$ cat src/rtl/kwd_pkg.sv
package kwd_pkg;

    localparam int unsigned KEY_W      = 8;
    localparam int unsigned RATE_W     = 2;
    localparam int unsigned NUM_RATES  = 1 << RATE_W;
    localparam int unsigned BASE_LOG2  = 15;
    localparam int unsigned STEP_LOG2  = 2;
    localparam int unsigned MAX_LOG2   = BASE_LOG2 + STEP_LOG2 * (NUM_RATES - 1);

    localparam logic [KEY_W-1:0] ARM_KEY   = 8'h55;
    localparam logic [KEY_W-1:0] CLEAR_KEY = 8'hAA;

    typedef enum logic {
        KS_IDLE  = 1'b0,
        KS_ARMED = 1'b1
    } key_state_t;

    // decoded view of one bus cycle at the service register
    typedef struct packed {
        logic arm;
        logic clear;
        logic other;
    } svc_evt_t;

    // count width needed for the longest scaled timeout
    function automatic int unsigned cnt_width(input int unsigned shift);
        return MAX_LOG2 - shift + 1;
    endfunction

    // terminal count (limit - 1) for a rate index, as 32 bits
    function automatic logic [31:0] rate_term(input int unsigned rate,
                                              input int unsigned shift);
        logic [31:0] one;
        one = 32'd1;
        return (one << (BASE_LOG2 + STEP_LOG2 * rate - shift)) - 32'd1;
    endfunction

endpackage

$ cat src/rtl/kwd_key_seq.sv
module kwd_key_seq
    import kwd_pkg::*;
#(
    parameter int unsigned ADDR_W = 8,
    parameter logic [ADDR_W-1:0] SVC_ADDR = 8'h3A
) (
    input  logic              clk,
    input  logic              rst,
    input  logic              bus_we,
    input  logic [ADDR_W-1:0] bus_addr,
    input  logic [KEY_W-1:0]  bus_wdata,
    output logic              armed,
    output logic              clr_pulse
);

    svc_evt_t   evt;
    key_state_t state_q, state_d;
    logic       hit;

    assign hit = bus_we && (bus_addr == SVC_ADDR);

    always_comb begin
        evt       = '0;
        evt.arm   = hit && (bus_wdata == ARM_KEY);
        evt.clear = hit && (bus_wdata == CLEAR_KEY);
        evt.other = hit && !evt.arm && !evt.clear;
    end

    always_comb begin
        state_d = state_q;
        unique case (state_q)
            KS_IDLE: begin
                if (evt.arm) state_d = KS_ARMED;
            end
            KS_ARMED: begin
                if (evt.clear) state_d = KS_IDLE;
            end
            default: state_d = KS_IDLE;
        endcase
    end

    always_ff @(posedge clk) begin
        if (rst) state_q <= KS_IDLE;
        else     state_q <= state_d;
    end

    assign armed     = (state_q == KS_ARMED);
    assign clr_pulse = armed && evt.clear;

endmodule

$ cat src/rtl/kwd_rate_sel.sv
module kwd_rate_sel
    import kwd_pkg::*;
#(
    parameter int unsigned SCALE_SHIFT = 10,
    parameter int unsigned CNT_W = cnt_width(SCALE_SHIFT)
) (
    input  logic [RATE_W-1:0] rate_sel,
    output logic [CNT_W-1:0]  term
);

    logic [CNT_W-1:0] term_tab [NUM_RATES];

    for (genvar g = 0; g < NUM_RATES; g++) begin : g_rate
        localparam logic [31:0] TERM32 = rate_term(g, SCALE_SHIFT);
        assign term_tab[g] = TERM32[CNT_W-1:0];
    end

    assign term = term_tab[rate_sel];

endmodule

$ cat src/rtl/kwd_counter.sv
module kwd_counter #(
    parameter int unsigned CNT_W = 12
) (
    input  logic             clk,
    input  logic             rst,
    input  logic             run,
    input  logic             clr,
    input  logic [CNT_W-1:0] term,
    output logic [CNT_W-1:0] cnt,
    output logic             expire
);

    logic [CNT_W-1:0] cnt_q;
    logic             exp_q;
    logic             at_term;

    // >= so that a switch to a shorter rate cannot overrun the limit
    assign at_term = (cnt_q >= term);

    always_ff @(posedge clk) begin
        if (rst) begin
            cnt_q <= '0;
            exp_q <= 1'b0;
        end else begin
            exp_q <= 1'b0;
            if (clr) begin
                cnt_q <= '0;
            end else if (run) begin
                if (at_term) begin
                    cnt_q <= '0;
                    exp_q <= 1'b1;
                end else begin
                    cnt_q <= cnt_q + 1'b1;
                end
            end
        end
    end

    assign cnt    = cnt_q;
    assign expire = exp_q;

endmodule

$ cat src/rtl/key_watchdog.sv
module key_watchdog
    import kwd_pkg::*;
#(
    parameter int unsigned ADDR_W      = 8,
    parameter logic [ADDR_W-1:0] SVC_ADDR = 8'h3A,
    parameter int unsigned SCALE_SHIFT = 10
) (
    input  logic              clk,
    input  logic              rst,
    input  logic              wdg_en,
    input  logic              bus_we,
    input  logic [ADDR_W-1:0] bus_addr,
    input  logic [7:0]        bus_wdata,
    input  logic [1:0]        rate_sel,
    output logic              wdg_rst_req
);

    localparam int unsigned CNT_W = cnt_width(SCALE_SHIFT);

    logic             armed;
    logic             clr_pulse;
    logic [CNT_W-1:0] term;
    logic [CNT_W-1:0] cnt;

    kwd_key_seq #(
        .ADDR_W   (ADDR_W),
        .SVC_ADDR (SVC_ADDR)
    ) u_key (
        .clk       (clk),
        .rst       (rst),
        .bus_we    (bus_we),
        .bus_addr  (bus_addr),
        .bus_wdata (bus_wdata),
        .armed     (armed),
        .clr_pulse (clr_pulse)
    );

    kwd_rate_sel #(
        .SCALE_SHIFT (SCALE_SHIFT),
        .CNT_W       (CNT_W)
    ) u_rate (
        .rate_sel (rate_sel),
        .term     (term)
    );

    kwd_counter #(
        .CNT_W (CNT_W)
    ) u_cnt (
        .clk    (clk),
        .rst    (rst),
        .run    (wdg_en),
        .clr    (clr_pulse),
        .term   (term),
        .cnt    (cnt),
        .expire (wdg_rst_req)
    );

endmodule

$ cat config.mk
export PLATFORM = sky130hd
export DESIGN_NAME = key_watchdog
export DESIGN_NICKNAME = d
export VERILOG_FILES = /design/src/rtl/kwd_pkg.sv /design/src/rtl/kwd_key_seq.sv /design/src/rtl/kwd_rate_sel.sv /design/src/rtl/kwd_counter.sv /design/src/rtl/key_watchdog.sv
export SDC_FILE = /design/constraint.sdc
export NUM_CORES = 1
export LEC_CHECK = 0
export ABC_AREA = 0
export CORE_MARGIN = 8
export CORE_UTILIZATION = 49
export CTS_BUF_LIST = sky130_fd_sc_hd__clkbuf_4 sky130_fd_sc_hd__clkbuf_8
export DETAILED_ROUTE_END_ITERATION = 12
export PLACE_DENSITY_LB_ADDON = 0.25
export SETUP_SLACK_MARGIN = 0.02
export SLEW_MARGIN = 20
export SYNTH_ARGS = -nofsm -noshare
export SYNTH_HDL_FRONTEND = slang
export SYNTH_SLANG_ARGS = --single-unit
$ cat constraint.sdc
create_clock -name clk -period 2.6 [get_ports clk]
set_input_delay 0.39 -clock clk [delete_from_list [all_inputs] [get_ports clk]]
set_output_delay 0.39 -clock clk [all_outputs]
set_load 0.01 [all_outputs]
==> results of run 1 <==
cells in the final DEF (no fill, tap or decap), drive strengths merged, types with 2 or more instances in the layout:
cell	count
a2111oi	2
a21o	2
a21oi	3
a41oi	2
and3	3
buf	2
clkbuf	4
clkdlybuf4s50	22
dfxtp	14
ha	5
inv	5
nand2	8
nand3	7
nand3b	2
nand4	5
nand4b	3
nor2	11
nor3	2
nor4bb	2
o21ai	2
o31ai	2
xor2	5
where the power goes:
part | total (uW) | internal, uW | switching, uW
clock | 156 | 85.3 | 70.8
combinational | 63.4 | 39.5 | 23.9
sequential | 220 | 217 | 3.21
path summary, 6_finish.rpt:
check	cells past startpoint	slack, ns	end
min reg2reg	2	0.50	u_key.armed
max reg2reg	7	0.61	u_cnt.cnt[2]
min	2	0.50	u_key.armed
max	9	0.32	u_cnt.cnt[2]
cell families after synthesis:
| group | count (synthesis) | synth area share [%] |
|---|---|---|
| AND/OR/NAND/NOR | 48 | 32.8 |
| XOR/XNOR | 6 | 6.04 |
| AO/OA/AOI/OAI | 19 | 19.6 |
| adder cells (fa/ha/maj) | 5 | 7.19 |
| buffers and inverters | 5 | 2.16 |
| flip-flops | 14 | 32.2 |
stage by stage:
stage          worst slack, ns  hold slack (ns)  instance area [um2]  total power [uW]  utilization [%]
2_1_floorplan            0.627            0.437                  870               247                -
3_3_place_gp             0.116            0.461                 1140               286             67.4
3_5_place_dp            0.0144            0.490                 1140               289             67.4
4_1_cts                  0.322            0.504                 1170               447             69.6
5_1_grt                  0.238            0.539                 1170               463             69.6
6_report                 0.322            0.496                 1170               440             69.6
routing by layer:
| metal | track usage (%) | up-vias | part of all wire [%] |
|---|---|---|---|
| met1 | 16.5 | 395 | 43 |
| met4 | 5.24 | 0 | 0.44 |
| met2 | 23.6 | 23 | 51 |
| met3 | 4.86 | 2 | 5.3 |
| li1 | - | 423 | - |
| met5 | 0 | - | 0 |
state kept, by name, indices dropped and copies added (netlist names):
| register | count |
|---|---|
| u_cnt.cnt | 12 |
| u_cnt.expire | 1 |
| u_key.armed | 1 |
critical path, stage by stage:
cell and delay [ns]:
sky130_fd_sc_hd__clkdlybuf4s50_1 0.52, sky130_fd_sc_hd__nand2_1 0.10, sky130_fd_sc_hd__ha_1 0.30, sky130_fd_sc_hd__a21o_1 0.16, sky130_fd_sc_hd__a211o_1 0.31, sky130_fd_sc_hd__a221oi_4 0.22, sky130_fd_sc_hd__buf_12 0.17, sky130_fd_sc_hd__nand3_4 0.09
sky130_fd_sc_hd__o311ai_2 0.22
area by class of cell:
| cell class | count | area [um2] | area share [%] |
|---|---|---|---|
| tap | 17 | 21.3 | 1.81 |
| multi-input combinational | 78 | 571 | 48.6 |
| inverter | 5 | 18.8 | 1.60 |
| sequential | 14 | 280 | 23.9 |
| clock buffer | 4 | 36.3 | 3.09 |
| timing repair buffer | 24 | 248 | 21.1 |
==> summary.md, run 1 <==
| Metric | Value |
|---|---|
| Top-count cell post-synth | `sky130_fd_sc_hd__dfxtp_1` |
| Number of clock sinks seen by CTS | `14` |
| Area of the die | `0.00338 mm2` |
| Max Fclk | `439 MHz` |
| Relative max-transition margin | `66.1%` |
| Number of cells produced by synthesis | `97` |
| Number of register bits inferred by synthesis | `14` |
| Drc violations | `0` |
| Final hold vios | `0` |
| Horizontal extent of the die | `58.1 um` |
| Count of synthesis-stage warnings from yosys | `0` |
| Final weighted congestion in routability-driven placement | `0.881` |
| Worst vdd rail ir drop | `0.210 mV` |
| Count of instances resized after the clock tree is built | `0` |
| Synth top cells by count | `sky130_fd_sc_hd__dfxtp_1, sky130_fd_sc_hd__nor2_1, sky130_fd_sc_hd__nand2_1` |
| Number of buffers added to fix hold violations after cts | `0` |
| Die span in y | `58.1 um` |
| Global-route usage over all layers | `14.2%` |
| Clock slew seen by the registers of the worst setup and hold paths | `0.09 ns` |
| # diodes | `0` |
| Kind of end point of the critical path | `register` |
| Final standard cell count with taps included and fillers excluded | `142` |
| First-pass GRT wire length | `3760 um` |
| Insertion delay to the later sink of the worst-skew pair | `0.29 ns` |
| Layout Area Growth over Synthesis | `35.1%` |
| Vias post-DR | `843` |
| Synth area leader | `sky130_fd_sc_hd__dfxtp_1` |
| Largest net degree at the start of global routing | `10` |
| Placed insts | `138` |
| Pins Over Slew Limit | `0` |
| Final TNS setup | `0 ns` |
| Initial standard-cell utilization of the core | `51.5%` |
| Post-Synthesis Net Count | `124` |
| Share of flip-flops with an asynchronous set or reset | `0%` |
| Post-Syn Area | `870 um2` |
| Filler cell count | `137` |
| Number of buffers added on ports | `22` |
| WS Path Type | `primary input to register` |
| Worst hold path class | `register to register` |
| Seq/Total Area, Yosys | `32.2%` |
| EDFF count, synth | `0` |
| Setup repair after global routing missed its margin | `false` |
| Startpoint of the most critical register-to-register path | `u_cnt.cnt[8]` |
| CP Max Fanout | `9` |
| Worst path arrival time | `2.48 ns` |
| Final wirelength | `2250 um` |
| Min-delay src | `u_key.armed` |
| Result of the run | `finished, final reports clean` |
| Number of buffers inserted by post-CTS setup repair | `0` |
| Power density of the placed cells | `374 mW/mm2` |
| Iteration-0 DRC count of the detailed router | `22` |
| Count of nets left with antenna violations after detail routing | `0` |
| Synthesized area per cell | `8.96 um2` |
| Total clock buffers created by CTS | `3` |
| Number of distinct standard cells referenced by the synthesized netlist | `35` |
| Layout cell share with drive strength beyond 1 | `11.2%` |
| Top-level I/O count | `23` |
| Measured slew at the worst slew-check pin | `0.508 ns` |
| HPWL after DPL | `1850 um` |
| Area inside the core boundary | `0.00169 mm2` |
| Area fraction of the dominant cell type after synthesis | `32.2%` |
| Leakage power total | `0.000431 uW` |
| Beginning of the critical path | `rate_sel[1]` |
| Routed wire per std cell | `15.9 um` |
| Master cell of the clock root buffer | `sky130_fd_sc_hd__clkbuf_4` |
| Setup Viol. Count Final | `0` |
| Router iterations before antenna repair | `4` |
| Top post-synthesis cells by area | `sky130_fd_sc_hd__dfxtp_1, sky130_fd_sc_hd__ha_1, sky130_fd_sc_hd__xor2_1` |
| Initial antenna violation count | `0` |
| Site row count | `15` |
| Final global-route overflow total | `0` |
| Final Skew | `0.0119 ns` |
| Critical path data required time | `2.81 ns` |
| Number of nets at the end of the flow | `153` |
| Via density per instance | `5.94` |
| Shortest clock period the worst path allows after layout | `2.28 ns` |
| Number of global-route vias before repair | `836` |
| Prevailing post-synth register cell | `sky130_fd_sc_hd__dfxtp_1` |
| Clock tree from TritonCTS | `done` |
| Share of the cycle needed by the critical path after routing | `87.6%` |
| Launching element type of the critical path | `primary input` |
| Buffer levels on the longest clock path | `2` |
| H-tree levels | `1` |
| Max cap viols | `0` |
Power figures use the tool's default switching activity.
==> run 2: changes to the inputs <==
- CORE_UTILIZATION: 49 -> 45
- HOLD_SLACK_MARGIN: default -> 0.02
==> run 2 against run 1 <==
Compared with the run above: register-to-register slack got worse by 0.03 ns; worst setup slack got worse by 0.028 ns; fmax decreased by 1.2%; power increased by 1.1%; via count increased by 3.9%; critical path type unchanged; count of clock-buffer cells in the layout unchanged; global-route usage decreased by 0.47 points; die area increased by 6.4%; critical endpoint is now u_cnt.cnt[8]; clock power increased by 3%; first-iteration DRC count increased by 55%; cell area increased by 1.1%; non-clock buffer count unchanged.
==> summary.md, run 2 (synthesis gave the netlist of run 1 again) <==
| Metric | Value |
|---|---|
| Layout cell share with drive strength beyond 1 | `11.2% (unchanged)` |
| Register area | `280 um2 (unchanged)` |
| Met3 GRT Util | `4.52% (-0.34 points)` |
| Count of nets left with antenna violations after detail routing | `0 (unchanged)` |
| Site row count | `16 (+1)` |
| Buffer levels on the longest clock path | `2 (unchanged)` |
| Number of buffers added on ports | `22 (unchanged)` |
| Count of instances resized after the clock tree is built | `0 (unchanged)` |
| Capturing element of the worst setup path | `u_cnt.cnt[8]` |
| Setup Slack @ Placement | `-0.00442 ns (-0.0189 ns)` |
| Routed wire per std cell | `14.7 um (-7.2%)` |
| Global-route track usage on met1 | `16.2% (-0.30 points)` |
| Number of global-route vias before repair | `857 (+2.5%)` |
| Final worst-path setup slack | `0.294 ns (-0.0280 ns)` |
| Router iterations before antenna repair | `6 (+2)` |
| GR Layer Usage met2 | `23.5% (-0.028 points)` |
| Worst path arrival time | `2.51 ns (+0.03 ns)` |
| Shortest clock period the worst path allows after layout | `2.31 ns (+0.0280 ns)` |
| Worst path slowest cell | `sky130_fd_sc_hd__clkdlybuf4s50_1` |
| Cell breakdown of the critical path | `clkdlybuf4s50_1 -> nand2_1 -> ha_1 -> and3_4 -> and3_1 -> a221oi_4 -> buf_12 -> nand3_4 -> o31ai_1` |
| Total placed instance area | `0.00115 mm2 (+1.1%)` |
| Die span in y | `60.0 um (+3.2%)` |
| Power density of the placed cells | `374 mW/mm2 (about the same)` |
| Utilization after layout | `63.1% (-6.5 points)` |
| Startpoint of the most critical register-to-register path | `u_cnt.cnt[8]` |
| Final global-route overflow total | `0 (unchanged)` |
| Drc violations | `0 (unchanged)` |
| Relative max-transition margin | `70.8% (+4.7 points)` |
| # diodes | `0 (unchanged)` |
| Most frequent standard cell in the layout excluding fill and tap cells | `sky130_fd_sc_hd__clkdlybuf4s50_1` |
| Total clock buffers created by CTS | `3 (unchanged)` |
| Result of the run | `finished, final reports clean` |
| Pins Over Slew Limit | `0 (unchanged)` |
| Critical path data required time | `2.80 ns (about the same)` |
| FF-to-FF path depth | `7 (unchanged)` |
| Setup Viol. Count Final | `0 (unchanged)` |
| Reg2reg setup slack | `0.58 ns (-0.03 ns)` |
| Share of the cycle needed by the critical path after routing | `88.7% (+1.1 points)` |
| First-pass GRT wire length | `3800 um (+0.93%)` |
| Final weighted congestion in routability-driven placement | `0.851 (-3.4%)` |
| Master cell of the clock root buffer | `sky130_fd_sc_hd__clkbuf_4` |
| Layout Area Growth over Synthesis | `36.5%` |
| CP Max Fanout | `9 (unchanged)` |
| Top-level I/O count | `23 (unchanged)` |
| Flip-flop count of the largest register after layout | `12 (unchanged)` |
| Launching element type of the critical path | `primary input` |
| Measured slew at the worst slew-check pin | `0.438 ns (-0.0702 ns)` |
| Final hold vios | `0 (unchanged)` |
| Leakage power total | `0.000431 uW (unchanged)` |
| Iteration-0 DRC count of the detailed router | `34 (+55%)` |
| Maximum single-stage delay on the critical path | `0.49 ns (-0.03 ns)` |
| Number of nets at the end of the flow | `153 (unchanged)` |
| Max cap viols | `0 (unchanged)` |
| WS Path Type | `primary input to register` |
| Global-route usage over all layers | `13.8% (-0.47 points)` |
| H-tree levels | `1 (unchanged)` |
| Number of buffers added to fix hold violations after cts | `0 (unchanged)` |
| Vias post-DR | `876 (+3.9%)` |
| Multi-input gate area | `571 um2 (unchanged)` |
| Area inside the core boundary | `0.00188 mm2 (+11%)` |
| Kind of end point of the critical path | `register` |
| Max Fclk | `434 MHz (-1.2%)` |
| Area of the die | `0.00360 mm2 (+6.4%)` |
| Insertion delay to the later sink of the worst-skew pair | `0.29 ns (about the same)` |
| Number of buffers inserted by post-CTS setup repair | `0 (unchanged)` |
| Final TNS setup | `0 ns (unchanged)` |
| Number of clock sinks seen by CTS | `14 (unchanged)` |
| Post-layout instance area | `0.00119 mm2 (+1.1%)` |
| Via density per instance | `5.76 (-2.9%)` |
| Initial antenna violation count | `0 (unchanged)` |
| Worst vdd rail ir drop | `0.302 mV (+44%)` |
| Clock slew seen by the registers of the worst setup and hold paths | `0.09 ns (about the same)` |
| Setup repair after global routing missed its margin | `false` |
| Clock tree from TritonCTS | `done` |
| Final wirelength | `2240 um (-0.62%)` |
| Busiest grt layer | `met2` |
| Worst slack on hold paths | `0.493 ns (-0.00318 ns)` |
| HPWL after DPL | `1830 um (-0.95%)` |
| Final Skew | `0.0121 ns (+0.000141 ns)` |
| Worst hold path class | `register to register` |
| Horizontal extent of the die | `60.0 um (+3.2%)` |
| Most used cells in the layout excluding fill and tap cells | `sky130_fd_sc_hd__clkdlybuf4s50_1, sky130_fd_sc_hd__dfxtp_1, sky130_fd_sc_hd__nor2_1` |
| Largest net degree at the start of global routing | `10 (unchanged)` |
| Beginning of the critical path | `rate_sel[1]` |
| Initial standard-cell utilization of the core | `46.2% (-5.3 points)` |
| Filler cell count | `173 (+26%)` |
| Endpoint of the worst register-to-register path | `u_cnt.cnt[8]` |
-- run 2: worst min-delay path by stage --
stage          cells after the start        start  slack [ns]          end
4_1_cts                            2  u_key.armed        0.50  u_key.armed
3_5_place_dp                       2  u_key.armed        0.48  u_key.armed
6_report                           2  u_key.armed        0.49  u_key.armed
3_3_place_gp                       2  u_key.armed        0.46  u_key.armed
5_1_grt                            2  u_key.armed        0.55  u_key.armed
2_1_floorplan                      2  u_key.armed        0.44  u_key.armed
-- run 2: layout make-up --
cell class                 instances  share of cell area (%)
clock buffer                       4                    3.06
tap                               27                    2.85
inverter                           5                    1.58
multi-input combinational         78                    48.1
timing repair buffer              24                    20.9
sequential                        14                    23.6
-- run 2: stage by stage --
stage,power [uW],cells
global route,462,152
global placement,286,148
floorplan,247,97
finish,444,152
CTS,450,152
detailed placement,289,148
-- run 2: per-layer routing --
layer	wire length [um]	vias up
li1	-	432
met1	981	413
met2	1120	29
met3	131	2
met4	8	0
met5	0	-
-- run 2: report_power, final --
part	leakage, uW	switching, uW	internal [uW]
clock	0.0000210	74.8	85.3
combinational	0.000297	24.3	39.7
sequential	0.000113	3.36	217
total	0.000431	102	342
-- run 2: worst max-delay path, delay by kind of cell --
family,cells,cell delay (ns)
AOI/OAI and AO/OA,2,0.57
buffers and inverters,2,0.65
adders and majority gates,1,0.31
and+or+nand+nor,4,0.57
==> run 3: changes to the inputs <==
- CAP_MARGIN: default -> 20
- GPL_TIMING_DRIVEN: default -> 0
- SETUP_SLACK_MARGIN: 0.02 -> default
==> run 3 against run 2 <==
Compared with the run above: power down 0.96%; critical path type unchanged; fmax shrank 5.1%; first-iteration DRC count shrank 53%; largest cell class unchanged; worst setup slack worse by 0.12 ns; flip-flop and latch count stayed put; highest routed layer is now met3; critical endpoint is now u_cnt.cnt[2].
==> summary.md, run 3 (synthesis gave the netlist of run 1 again) <==
| Metric | Value |
|---|---|
| Router iterations before antenna repair | `4 (-2)` |
| Number of clock sinks seen by CTS | `14 (unchanged)` |
| Insertion delay to the later sink of the worst-skew pair | `0.28 ns (about the same)` |
| HPWL after DPL | `1720 um (-5.8%)` |
| Final global-route overflow total | `0 (unchanged)` |
| Max Fclk | `412 MHz (-5.1%)` |
| Worst path arrival time | `2.62 ns (+0.11 ns)` |
| Busiest grt layer | `met2` |
| Vias post-DR | `833 (-4.9%)` |
| Area inside the core boundary | `0.00188 mm2 (unchanged)` |
| Number of cells on the worst hold path | `2 (unchanged)` |
| Met3 GRT Util | `4.09% (-0.43 points)` |
| Result of the run | `finished, final reports clean` |
| Iteration-0 DRC count of the detailed router | `16 (-53%)` |
| Number of global-route vias before repair | `866 (+1.1%)` |
| Drc violations | `0 (unchanged)` |
| Shortest clock period the worst path allows after layout | `2.43 ns (+0.123 ns)` |
| Final Skew | `0.00446 ns (-0.00760 ns)` |
| Final hold vios | `0 (unchanged)` |
| Setup Viol. Count Final | `0 (unchanged)` |
| Critical path data required time | `2.79 ns (about the same)` |
| Routed wire per std cell | `14.1 um (-4.3%)` |
| Site row count | `16 (unchanged)` |
| Count of instances resized after the clock tree is built | `0 (unchanged)` |
| Flip-flop count of the largest register after layout | `12 (unchanged)` |
| Final TNS setup | `0 ns (unchanged)` |
| Kind of end point of the critical path | `register` |
| Most used cells in the layout excluding fill and tap cells | `sky130_fd_sc_hd__clkdlybuf4s50_1, sky130_fd_sc_hd__dfxtp_1, sky130_fd_sc_hd__nor2_1` |
| Leakage power total | `0.000415 uW (-3.7%)` |
| Pins Over Slew Limit | `0 (unchanged)` |
| First-pass GRT wire length | `3660 um (-3.6%)` |
| Worst vdd rail ir drop | `0.290 mV (-3.9%)` |
| Buffer levels on the longest clock path | `2 (unchanged)` |
| Share of the cycle needed by the critical path after routing | `93.4% (+4.7 points)` |
| Total clock buffers created by CTS | `3 (unchanged)` |
| Final wirelength | `2120 um (-5.6%)` |
| Largest net degree at the start of global routing | `10 (unchanged)` |
| Clock slew seen by the registers of the worst setup and hold paths | `0.09 ns (about the same)` |
| Endpoint of the worst register-to-register path | `u_cnt.cnt[2]` |
| Relative max-transition margin | `50.5% (-20 points)` |
| Die span in y | `60.0 um (unchanged)` |
| Most frequent standard cell in the layout excluding fill and tap cells | `sky130_fd_sc_hd__clkdlybuf4s50_1` |
| Pwr Total | `440 uW (-0.96%)` |
| WS Path Type | `primary input to register` |
| Clock tree from TritonCTS | `done` |
| Initial standard-cell utilization of the core | `46.2% (unchanged)` |
| H-tree levels | `1 (unchanged)` |
| GR Layer Usage met2 | `23.1% (-0.46 points)` |
| Startpoint of the most critical register-to-register path | `u_cnt.cnt[8]` |
| Number of buffers added to fix hold violations after cts | `0 (unchanged)` |
| Global-route track usage on met1 | `14.9% (-1.3 points)` |
| Via density per instance | `5.55 (-3.6%)` |
| Area of the die | `0.00360 mm2 (unchanged)` |
| Number of nets at the end of the flow | `151 (-1.3%)` |
| Master cell of the clock root buffer | `sky130_fd_sc_hd__clkbuf_4` |
| Filler cell count | `180 (+4.0%)` |
| Max cap viols | `0 (unchanged)` |
| Worst Hold End | `u_key.armed` |
| Final weighted congestion in routability-driven placement | `0.844 (-0.90%)` |
| Reg2reg setup slack | `0.46 ns (-0.12 ns)` |
| Global-route usage over all layers | `13.0% (-0.77 points)` |
| Layout Area Growth over Synthesis | `33.4%` |
| Number of buffers added on ports | `22 (unchanged)` |
| Measured slew at the worst slew-check pin | `0.736 ns (+0.298 ns)` |
| Utilization after layout | `61.6% (-1.5 points)` |
| Min-delay src | `u_key.armed` |
| Launching element type of the critical path | `primary input` |
| Setup Slack @ Placement | `-0.120 ns (-0.116 ns)` |
| Layout cell share with drive strength beyond 1 | `9.76% (-1.4 points)` |
| CP Max Fanout | `9 (unchanged)` |
| Number of buffers inserted by post-CTS setup repair | `0 (unchanged)` |
| Top-level I/O count | `23 (unchanged)` |
| Setup repair after global routing missed its margin | `false` |
| Worst slack on hold paths | `0.483 ns (-0.00971 ns)` |
| Final worst-path setup slack | `0.172 ns (-0.123 ns)` |
| # diodes | `0 (unchanged)` |
| FF-to-FF path depth | `6 (-1)` |
| Horizontal extent of the die | `60.0 um (unchanged)` |
| Worst hold path class | `register to register` |
| Initial antenna violation count | `0 (unchanged)` |
| Count of nets left with antenna violations after detail routing | `0 (unchanged)` |
| Power density of the placed cells | `380 mW/mm2 (+1.4%)` |
run 3: changes by cell type in the layout (fill, tap and decap cells not counted), sizes merged:
cell  delta
buf      -2
run 3: worst max-delay path, cell delays in order:
cell and delay (ns):
sky130_fd_sc_hd__clkdlybuf4s50_1 0.50, sky130_fd_sc_hd__nand2_1 0.09, sky130_fd_sc_hd__ha_1 0.30, sky130_fd_sc_hd__and3_4 0.20, sky130_fd_sc_hd__and3_1 0.19, sky130_fd_sc_hd__a221oi_4 0.56, sky130_fd_sc_hd__nand3_4 0.15, sky130_fd_sc_hd__o311ai_2 0.24
run 3: routing by layer:
layer / part of all wire (%) / up-vias / routed length, um
met5: 0 / - / 0
li1: - / 422 / -
met3: 4.7 / 0 / 100
met1: 41 / 391 / 872
met2: 54 / 20 / 1140
met4: 0 / 0 / 0
run 3: where the power goes:
part	total (uW)	leakage, uW	switching, uW	internal [uW]
sequential	221	0.000113	3.47	217
combinational	63.0	0.000281	23.7	39.3
clock	157	0.0000210	71.5	85.2
total	440	0.000415	98.6	342
run 3: how the worst max path moves through the flow:
stage,to,cells after the start,startpoint
2_1_floorplan,u_cnt.cnt[2],7,rate_sel[0]
3_3_place_gp,u_cnt.cnt[2],8,rate_sel[1]
3_5_place_dp,u_cnt.cnt[2],8,rate_sel[1]
4_1_cts,u_cnt.cnt[2],8,rate_sel[1]
5_1_grt,u_cnt.cnt[2],8,rate_sel[1]
6_report,u_cnt.cnt[2],8,rate_sel[1]
run 3: final cells by class:
cell class	instances	area, um2	area share, %
well taps	27	33.8	2.91
flip-flops and latches	14	280	24.2
multi-input cells	78	571	49.2
clock buffers	4	36.3	3.13
repair buffers	22	220	19.0
inverters	5	18.8	1.62
run 3: metrics by stage:
| stage | std cells | instance area [um2] |
|---|---|---|
| 2_1_floorplan | 97 | 870 |
| 3_3_place_gp | 146 | 1120 |
| 3_5_place_dp | 146 | 1120 |
| 4_1_cts | 150 | 1160 |
| 5_1_grt | 150 | 1160 |
| 6_report | 150 | 1160 |
